--- src/rtl/uart_rx_pkg.sv ---
package uart_rx_pkg;

  typedef enum logic [1:0] {
    RX_IDLE  = 2'd0,
    RX_START = 2'd1,
    RX_DATA  = 2'd2
  } rxState_t;

  typedef struct packed {
    logic shiftEn;     // push a recovered data bit
    logic shiftBit;    // value of that bit
    logic frameDone;   // stop bit voted
    logic frameNoise;  // accumulated noise for the frame
    logic stopBad;     // stop bit voted low
  } rxStrobes_t;

endpackage

--- src/rtl/uart_rx_ctrl.sv ---
module uart_rx_ctrl
  import uart_rx_pkg::*;
#(
  parameter int DATA_BITS = 8
) (
  input  logic       clk,
  input  logic       rst_n,
  input  logic       tick16,
  input  logic       lineIn,
  output rxStrobes_t strb
);

  localparam int BIT_W = $clog2(DATA_BITS + 1);
  localparam logic [BIT_W-1:0] STOP_IDX  = BIT_W'(DATA_BITS);
  localparam logic [BIT_W-1:0] LAST_DATA = BIT_W'(DATA_BITS - 1);
  // phase encodes RTn as n-1
  localparam logic [3:0] PH_RT3  = 4'd2;
  localparam logic [3:0] PH_RT5  = 4'd4;
  localparam logic [3:0] PH_RT7  = 4'd6;
  localparam logic [3:0] PH_RT8  = 4'd7;
  localparam logic [3:0] PH_RT9  = 4'd8;
  localparam logic [3:0] PH_RT10 = 4'd9;
  localparam logic [3:0] WIN_LATE  = 4'd12;
  localparam logic [3:0] WIN_EARLY = 4'd5;

  rxState_t         state;
  logic [3:0]       phase;
  logic [3:0]       nextPh;
  logic [1:0]       onesCnt;
  logic [BIT_W-1:0] bitIdx;
  logic             armed;
  logic             lastSample;
  logic             vote3, vote5;
  logic             mid8, mid9;
  logic             accNoise;
  logic [1:0]       voteCnt;
  logic             majority;
  logic             disagree;
  logic             fallEdge;
  logic             inWindow;
  logic             resync;
  logic             midPoint;

  always_comb begin
    nextPh   = phase + 4'd1;
    fallEdge = lastSample & ~lineIn;
    inWindow = (nextPh >= WIN_LATE) || (nextPh <= WIN_EARLY);
    resync   = tick16 && (state == RX_DATA) && armed && fallEdge && inWindow;
    voteCnt  = {1'b0, vote3} + {1'b0, vote5} + {1'b0, lineIn};
    majority = (mid8 & mid9) | (mid8 & lineIn) | (mid9 & lineIn);
    disagree = !((mid8 == mid9) && (mid9 == lineIn));
    midPoint = tick16 && (state == RX_DATA) && !resync && (nextPh == PH_RT10);
    strb.shiftEn    = midPoint && (bitIdx != STOP_IDX);
    strb.shiftBit   = majority;
    strb.frameDone  = midPoint && (bitIdx == STOP_IDX);
    strb.frameNoise = accNoise | disagree;
    strb.stopBad    = ~majority;
  end

  always_ff @(posedge clk) begin
    if (!rst_n) begin
      state      <= RX_IDLE;
      phase      <= '0;
      onesCnt    <= '0;
      bitIdx     <= '0;
      armed      <= 1'b0;
      lastSample <= 1'b0;
      vote3      <= 1'b0;
      vote5      <= 1'b0;
      mid8       <= 1'b0;
      mid9       <= 1'b0;
      accNoise   <= 1'b0;
    end else if (tick16) begin
      lastSample <= lineIn;
      unique case (state)
        RX_IDLE: begin
          if (lineIn) begin
            onesCnt <= (onesCnt == 2'd3) ? 2'd3 : onesCnt + 2'd1;
          end else if (onesCnt == 2'd3) begin
            state   <= RX_START;
            phase   <= '0;
            onesCnt <= '0;
          end else begin
            onesCnt <= '0;
          end
        end
        RX_START: begin
          phase <= nextPh;
          if (nextPh == PH_RT3) vote3 <= lineIn;
          if (nextPh == PH_RT5) vote5 <= lineIn;
          if (nextPh == PH_RT7) begin
            if (voteCnt >= 2'd2) begin
              state   <= RX_IDLE;
              onesCnt <= '0;
            end else begin
              accNoise <= (voteCnt != 2'd0);
            end
          end
          if (nextPh == 4'd0) begin
            state  <= RX_DATA;
            bitIdx <= '0;
            armed  <= 1'b0;
          end
        end
        RX_DATA: begin
          if (resync) begin
            phase <= '0;
            armed <= 1'b0;
            if ((nextPh >= WIN_LATE) || (nextPh == 4'd0)) bitIdx <= bitIdx + 1'b1;
          end else begin
            phase <= nextPh;
            if (nextPh == 4'd0)   bitIdx <= bitIdx + 1'b1;
            if (nextPh == PH_RT7) armed  <= 1'b0;
            if (nextPh == PH_RT8) mid8   <= lineIn;
            if (nextPh == PH_RT9) mid9   <= lineIn;
            if (nextPh == PH_RT10) begin
              if (bitIdx == STOP_IDX) begin
                state   <= RX_IDLE;
                onesCnt <= '0;
              end else begin
                accNoise <= accNoise | disagree;
                armed    <= majority && (bitIdx < LAST_DATA);
              end
            end
          end
        end
        default: state <= RX_IDLE;
      endcase
    end
  end


  phase_hold_chk: assert property (@(posedge clk) disable iff (!rst_n)
    !tick16 |=> $stable(phase));


  bit_range_chk: assert property (@(posedge clk) disable iff (!rst_n)
    bitIdx <= STOP_IDX);

endmodule

--- src/rtl/uart_rx_data.sv ---
module uart_rx_data
  import uart_rx_pkg::*;
#(
  parameter int DATA_BITS = 8
) (
  input  logic                 clk,
  input  logic                 rst_n,
  input  logic                 readStrobe,
  input  rxStrobes_t           strb,
  output logic [DATA_BITS-1:0] rxData,
  output logic                 dataFull,
  output logic                 noiseFlag,
  output logic                 frameErr,
  output logic                 overrun
);

  logic [DATA_BITS-1:0] shiftReg;
  logic                 roomFree;

  assign roomFree = !dataFull || readStrobe;

  always_ff @(posedge clk) begin
    if (!rst_n) begin
      shiftReg  <= '0;
      rxData    <= '0;
      dataFull  <= 1'b0;
      noiseFlag <= 1'b0;
      frameErr  <= 1'b0;
      overrun   <= 1'b0;
    end else begin
      if (strb.shiftEn) shiftReg <= {strb.shiftBit, shiftReg[DATA_BITS-1:1]};
      if (readStrobe) begin
        dataFull <= 1'b0;
        overrun  <= 1'b0;
      end
      if (strb.frameDone) begin
        if (roomFree) begin
          rxData    <= shiftReg;
          dataFull  <= 1'b1;
          noiseFlag <= strb.frameNoise;
          frameErr  <= strb.stopBad;
        end else begin
          overrun <= 1'b1;
        end
      end
    end
  end


  full_rise_chk: assert property (@(posedge clk) disable iff (!rst_n)
    $rose(dataFull) |-> $past(strb.frameDone));


  buf_keep_chk: assert property (@(posedge clk) disable iff (!rst_n)
    (strb.frameDone && dataFull && !readStrobe) |=> ($stable(rxData) && overrun));


  read_clear_chk: assert property (@(posedge clk) disable iff (!rst_n)
    (readStrobe && !strb.frameDone) |=> (!dataFull && !overrun));


  ferr_update_chk: assert property (@(posedge clk) disable iff (!rst_n)
    !$stable(frameErr) |-> $past(strb.frameDone));

endmodule

--- src/rtl/uart_rx_recover.sv ---
module uart_rx_recover
  import uart_rx_pkg::*;
#(
  parameter int DATA_BITS = 8
) (
  input  logic                 clk,
  input  logic                 rst_n,
  input  logic                 lineIn,
  input  logic                 tick16,
  input  logic                 readStrobe,
  input  logic                 irqEnable,
  output logic [DATA_BITS-1:0] rxData,
  output logic                 dataFull,
  output logic                 noiseFlag,
  output logic                 frameErr,
  output logic                 overrun,
  output logic                 irqReq
);

  rxStrobes_t strb;

  uart_rx_ctrl #(.DATA_BITS(DATA_BITS)) u_ctrl (
    .clk    (clk),
    .rst_n  (rst_n),
    .tick16 (tick16),
    .lineIn (lineIn),
    .strb   (strb)
  );

  uart_rx_data #(.DATA_BITS(DATA_BITS)) u_data (
    .clk        (clk),
    .rst_n      (rst_n),
    .readStrobe (readStrobe),
    .strb       (strb),
    .rxData     (rxData),
    .dataFull   (dataFull),
    .noiseFlag  (noiseFlag),
    .frameErr   (frameErr),
    .overrun    (overrun)
  );

  assign irqReq = dataFull & irqEnable;

endmodule

--- config.mk ---
export PLATFORM = sky130hd
export DESIGN_NAME = uart_rx_recover
export DESIGN_NICKNAME = d
export VERILOG_FILES = /design/src/rtl/uart_rx_pkg.sv /design/src/rtl/uart_rx_ctrl.sv /design/src/rtl/uart_rx_data.sv /design/src/rtl/uart_rx_recover.sv
export SDC_FILE = /design/constraint.sdc
export NUM_CORES = 1
export LEC_CHECK = 0
export CAP_MARGIN = 20
export CORE_ASPECT_RATIO = 0.8
export CORE_MARGIN = 2
export CORE_UTILIZATION = 25
export CTS_BUF_LIST = sky130_fd_sc_hd__clkbuf_4 sky130_fd_sc_hd__clkbuf_8
export DETAILED_ROUTE_END_ITERATION = 10
export GPL_TIMING_DRIVEN = 0
export MAX_ROUTING_LAYER = met4
export PLACE_DENSITY_LB_ADDON = 0.05
export SETUP_SLACK_MARGIN = 0.02
export SYNTH_ARGS = -nofsm -noshare
export SYNTH_HDL_FRONTEND = slang
export SYNTH_SLANG_ARGS = --single-unit
--- constraint.sdc ---
create_clock -name clk -period 5.55 [get_ports clk]
set_clock_uncertainty 0.2 [all_clocks]
set_input_delay 1.11 -clock clk [delete_from_list [all_inputs] [get_ports clk]]
set_output_delay 1.11 -clock clk [all_outputs]
set_load 0.01 [all_outputs]
== Word-level counts from Yosys, hierarchy flattened ==
Index checks and enable logic that the tools add are counted.
Storage, ports and cells
  bits in registers: 39
  input port bits: 6
  output and inout port bits: 13
  word-level logic and storage cells: 135
Cells by class
  reductions and logical operators: 32
  $lt $le $gt $ge: 4
  mux-type cells: 39
  add/sub/neg operators: 5
  bitwise logic cells: 11
  eq/ne operators: 27
Operators with widths (number)
  $mux W4: 7
  $mux W2: 10
  $mux W1: 16
  $reduce_and A7 Y1: 2
  $eq A4 B3 Y1 const B: 3
  $eq A4 B4 Y1 const B: 3
  $ne A2 B2 Y1 const B: 6
  $pmux W2 S3: 2
  $pmux W4 S3: 1
  $reduce_and A4 Y1: 3
  $logic_and A1 B1 Y1: 10
  $reduce_and A3 Y1: 3
  $add A4 B1 Y4 const B: 2
  $ne A2 B1 Y1 const B: 4
  $pmux W4 S2: 1
  $reduce_and A8 Y1: 1
  $ne A3 B1 Y1 const B: 2
  $and A1 B1 Y1: 5
  $reduce_and A5 Y1: 1
  $eq A2 B2 Y1 const B: 2
  $eq A4 B2 Y1 const B: 1
  $ge A4 B4 Y1 const B: 1
  $le A4 B3 Y1 const B: 1
  $logic_not A4 Y1: 1
  19 further kinds: 30

== Depth between registers and ports, before layout ==
Gate-level depths: netlist of the first run.
  depth after elaboration: 10
  depth in mapped cells: 10

== By module ==
From an unflattened synthesis of the first run, not the netlist that was laid out.
Unflattened totals
  cell total of the unflattened synthesis: 267
  area, all modules: 2341.0 um2
Modules (own cells, without submodules)
  uart_rx_ctrl: times used 1, area an instance 1554.0 um2, cells each 190
  uart_rx_data: times used 1, area an instance 780.7 um2, cells each 76
  uart_rx_recover: times used 1, area an instance 6.3 um2, cells each 1

== Worst setup path before layout of the first run ==
OpenSTA, ideal clock, no wires.
  path type: input -> register
  start: input port lineIn
  end: register u_ctrl.onesCnt[1]
  stages: 8
  path slack: 2567 ps
  library setup time: 86 ps
  arrival: 2698 ps
  cells stage by stage: buf_6 inv_1 fa_1 o41ai_1 a41oi_1 and4bb_2 a21oi_1 a211oi_1
Between the ends
  longest elaborated chain between the ends: 6
RTL lines
  start, declared: line uart_rx_recover.sv:8  | input logic lineIn,
  parallel branches: the longest is 6 deep, another holds $add A2 B1 Y2
  end signal, assigned: line uart_rx_ctrl.sv:78  | onesCnt <= (onesCnt == 2'd3) ? 2'd3 : onesCnt + 2'd1;
  end, declared: line uart_rx_ctrl.sv:29  | logic [1:0] onesCnt;
Parallel ways; which one is timed is not known.
A chain may end at the register's enable or synchronous reset.

== Worst setup path after layout of the first run ==
  start: input port irqEnable
  end: output port irqReq
Between the ends
  longest elaborated chain between the ends: 1
RTL lines
  start, declared: line uart_rx_recover.sv:11  | input logic irqEnable,
  $and A1 B1 Y1: line uart_rx_recover.sv:42  | assign irqReq = dataFull & irqEnable;
  end, declared: line uart_rx_recover.sv:17  | output logic irqReq
No other way between the ends.

==> summary.md, run 1 <==
| Metric | Value |
|---|---|
| Pin slew with the least headroom to its limit | `between 0.6 and 0.7 ns` |
| Setup Crit Path Kind | `in2out` |
| Post-synthesis adder-cell area fraction | `under 10%` |
| Drt wl/cell | `15.1 µm` |
| Area delta synth->final | `18.8%` |
| Synth top area share | `34.0%` |
| Leading area contributor after synthesis | `dfxtp_1` |
| Drt total wl | `between 6 and 7 mm` |
| Die width | `111 µm` |
| H-Tree Depth | `2` |
| Gpl congestion | `0.798` |
| Critical Path, Cell by Cell | `clkdlybuf4s50_1 > and2_1 > clkdlybuf4s50_1` |
| CTS clk-pin slew, worst paths | `about 0.090 ns` |
| Most frequent cell after synthesis | `dfxtp_1` |
| Setup Buffers After CTS | `0` |
| Leakage | `1.05 nW` |
| Area occupied by multi-input gates | `around 1400 µm²` |
| Synth Area in Simple Gates | `about 27%` |
| PostCTS Resize Cnt | `0` |
| Clock Latency Late Sink | `0.29 ns` |
| Clk buf depth | `2` |
| Vias per cell | `around 4.8` |
| First-pass GRT wire length | `about 10 mm` |
| Hold_buf cts | `0` |
| Max Freq | `around 0.29 GHz` |
| Tightest Hold Check Type | `reg2reg` |
| Clock Sinks | `39` |
| Die height | `between 80 and 90 µm` |
| # IOs | `19` |
| Critical-path top delay cell | `clkdlybuf4s50_1` |
| XOR/XNOR Fraction of Synth Area | `0%` |
| Final hold violation count | `0` |
| Power density cells | `about 200 nW/µm²` |
| Core footprint | `approximately 9000 µm²` |
| Total gr overflow | `0` |
| Drt pass-1 iters | `4` |
| Final setup violation count | `0` |
| Top cell by count, worst path | `clkdlybuf4s50_1` |
| Area post-placement | `roughly 2600 µm²` |
| Netlist Area Pre-Place | `around 2300 µm²` |
| Largest net degree at the start of global routing | `13` |
| DIE AREA | `roughly 10000 µm²` |
| Critical path data arrival time | `~2.2 ns` |
| Dpl hpwl | `4.56 mm` |
| Delay-heaviest family, CP | `buffers and inverters` |
| Avg Cell Area, Syn | `a little over 8 µm²` |
| Worst Path Buf+Inv | `2` |
| Status | `finished, final reports clean` |
| Crit-path max cell delay | `~0.52 ns` |
| Most used flip-flop cell after synthesis | `dfxtp_1` |
| #FFs+latches synth | `39` |
| Starting density of the core | `about a quarter` |
| ANT cells | `0` |
| Top cells by count, synth | `39 x dfxtp_1, 28 x nor2_1, 26 x nand2_1` |
| Post-synth EDFFs | `0` |
| Max Cap Viol | `0` |
| Post-synthesis cell type count | `53` |
| Mapped Cells | `277` |
| # DRC | `0` |
| Power Total | `0.000556 W` |
| Setup repair after global routing missed its margin | `false` |
| Share of cells above drive strength 1 | `under 10%` |
| DR vias | `2018` |
| Row Count | `31` |
| Setup crit end kind | `output pin` |
| I/O Buffers | `17` |
| Final net count | `around 320` |
| Clock root cell | `clkbuf_8` |
| Setup TNS | `0 ns` |
| Sequential share of the synthesized area | `about a third` |
| Vias in the first global route | `~1900` |
| IR drop worst, VDD | `between 0.09 and 0.1 mV` |
| Min Tclk post-route | `around 3.5 ns` |
| Largest family of logic cells by synthesized area | `simple AND/OR/NAND/NOR gates` |
| Register Area | `roughly 800 µm²` |
| TritonCTS clock tree | `built` |
| Period utilisation layout | `between 60 and 70%` |
| Non-Filler Cell Area, Final | `between 2000 and 3000 µm²` |
| Synth Net Count | `just under 300` |
| Mux share of post-synthesis cell area | `under 10%` |
| Iteration-0 DRC count of the detailed router | `113` |
| Worst setup SP type | `input port` |
| TritonCTS buffer count | `5` |
| Async SR Flop Fraction | `0%` |
| CP required | `between 4 and 5 ns` |
| Initial antenna violation count | `0` |
| Yosys warnings | `0` |
| Slew headroom | `between 50 and 60%` |
| Gr usage total | `13.5%` |
| Largest cells by area after synthesis | `dfxtp_1 34%, mux2i_1 9.6%, ha_1 7.1%, nor2_1 4.6%, nand2_1 4.3%` |
| Synth Area in Compound Gates | `between 15 and 20%` |
| Fill cells | `between 900 and 1000` |
| Final slew viol count | `0` |
| Remaining antenna violation count | `0` |
| Max FO, Critical Path | `1` |
==> cells by family (layout without fill, tap and decap cells) <==
kind of cell / after synthesis / count (layout)
multiplexers: 22 / 22
adder cells (fa/ha/maj): 14 / 14
AO/OA/AOI/OAI: 49 / 49
flip-flops: 39 / 39
AND/OR/NAND/NOR: 118 / 118
buffers and inverters: 35 / 60
==> tightest hold or removal path: cells and delay by family, from the launching register on <==
kind | cells | cell delay [ns]
AOI/OAI and AO/OA | 1 | 0.05
buffers and inverters | 1 | 0.05
DFF | 1 | 0.32
==> cell type report <==
cell class | instances | share of cell area [%]
buffer | 17 | 2.89
clock buffer | 6 | 3.03
clock inverter | 2 | 1.28
inverter | 18 | 2.48
multi-input combinational | 203 | 50.2
sequential | 39 | 28.6
tap | 115 | 5.28
timing repair buffer | 17 | 6.24
==> layer usage <==
| layer | GRT usage, % | routed length (µm) |
|---|---|---|
| met5 | - | 0 |
| met4 | 3.60 | 35 |
| met3 | 2.70 | 287 |
| met2 | 17.4 | 2480 |
| met1 | 21.0 | 3490 |
==> final timing paths <==
path	slack (ns)	start	cells past startpoint	end
max reg2reg	2.59	u_ctrl.phase[0]	10	u_ctrl.phase[2]
min reg2reg	0.27	u_ctrl.accNoise	2	u_ctrl.accNoise
max	2.05	irqEnable	3	irqReq
min	0.27	u_ctrl.accNoise	2	u_ctrl.accNoise
==> registers in the layout, summed over array words and instances, names as in the netlist <==
register and cells:
u_ctrl.mid9 1, u_data.frameErr 1, u_ctrl.onesCnt 2, u_ctrl.state 2, u_data.overrun 1, u_ctrl.mid8 1
u_ctrl.lastSample 1, u_ctrl.armed 1, u_ctrl.vote3 1, u_ctrl.phase 4, u_data.noiseFlag 1, u_data.dataFull 1
u_ctrl.bitIdx 4, u_data.shiftReg 8, u_ctrl.accNoise 1, u_ctrl.vote5 1, u_data.rxData 8
==> per-stage QoR <==
step	setup WS (ns)	instances	util, %	hold slack (ns)
2_1_floorplan	2.57	277	-	0.234
4_1_cts	2.04	417	30.3	0.270
3_3_place_gp	1.73	409	29.0	0.257
6_report	2.05	417	30.3	0.266
5_1_grt	1.89	417	30.3	0.305
3_5_place_dp	1.79	409	29.0	0.255
==> placed cells by master, fill, tap and decap left out, drive strengths merged, types with 3 or more instances in the layout <==
cell type      Yosys  final
clkdlybuf4s50      0     17
o32ai              3      3
nand3             19     19
buf                6      6
and2               4      4
nor4               3      3
nor3               7      7
nand3b             4      4
a211oi             6      6
a21oi             15     15
nand2             26     26
o21ai              8      8
clkbuf            11     17
a31oi              3      3
nand2b             4      4
ha                13     13
dfxtp             39     39
or3                3      3
nor2              28     28
mux2i             22     22
inv               17     17
nand4              6      6
==> power by group <==
group | internal [W] | switching (W) | leakage [nW]
Clock | 0.000146 | 0.000109 | 0.0612
Combinational | 0.00000684 | 0.0000129 | 0.670
Sequential | 0.000281 | 0.000000819 | 0.314
Total | 0.000433 | 0.000123 | 1.05
(Power assumes the default switching activity.)
==> inputs of run 2 (changes only) <==
Clock period 5.55 ns to 3.6 ns, I/O delays scaled along.
==> results of run 2 <==
Same layout as run 1 (identical final DEF). Status: finished, final reports clean.
Among the figures that moved: setup slack after placement 1.79 ns -> 0.227 ns; setup slack after layout 2.05 ns -> 0.509 ns; start point of the critical path irqEnable -> lineIn; end point of the critical path irqReq -> u_ctrl.onesCnt[1]; register-to-register setup slack 2.59 ns -> 0.64 ns; total power 0.000556 W -> 0.000858 W; worst IR drop on VDD 0.0946 mV -> 0.146 mV
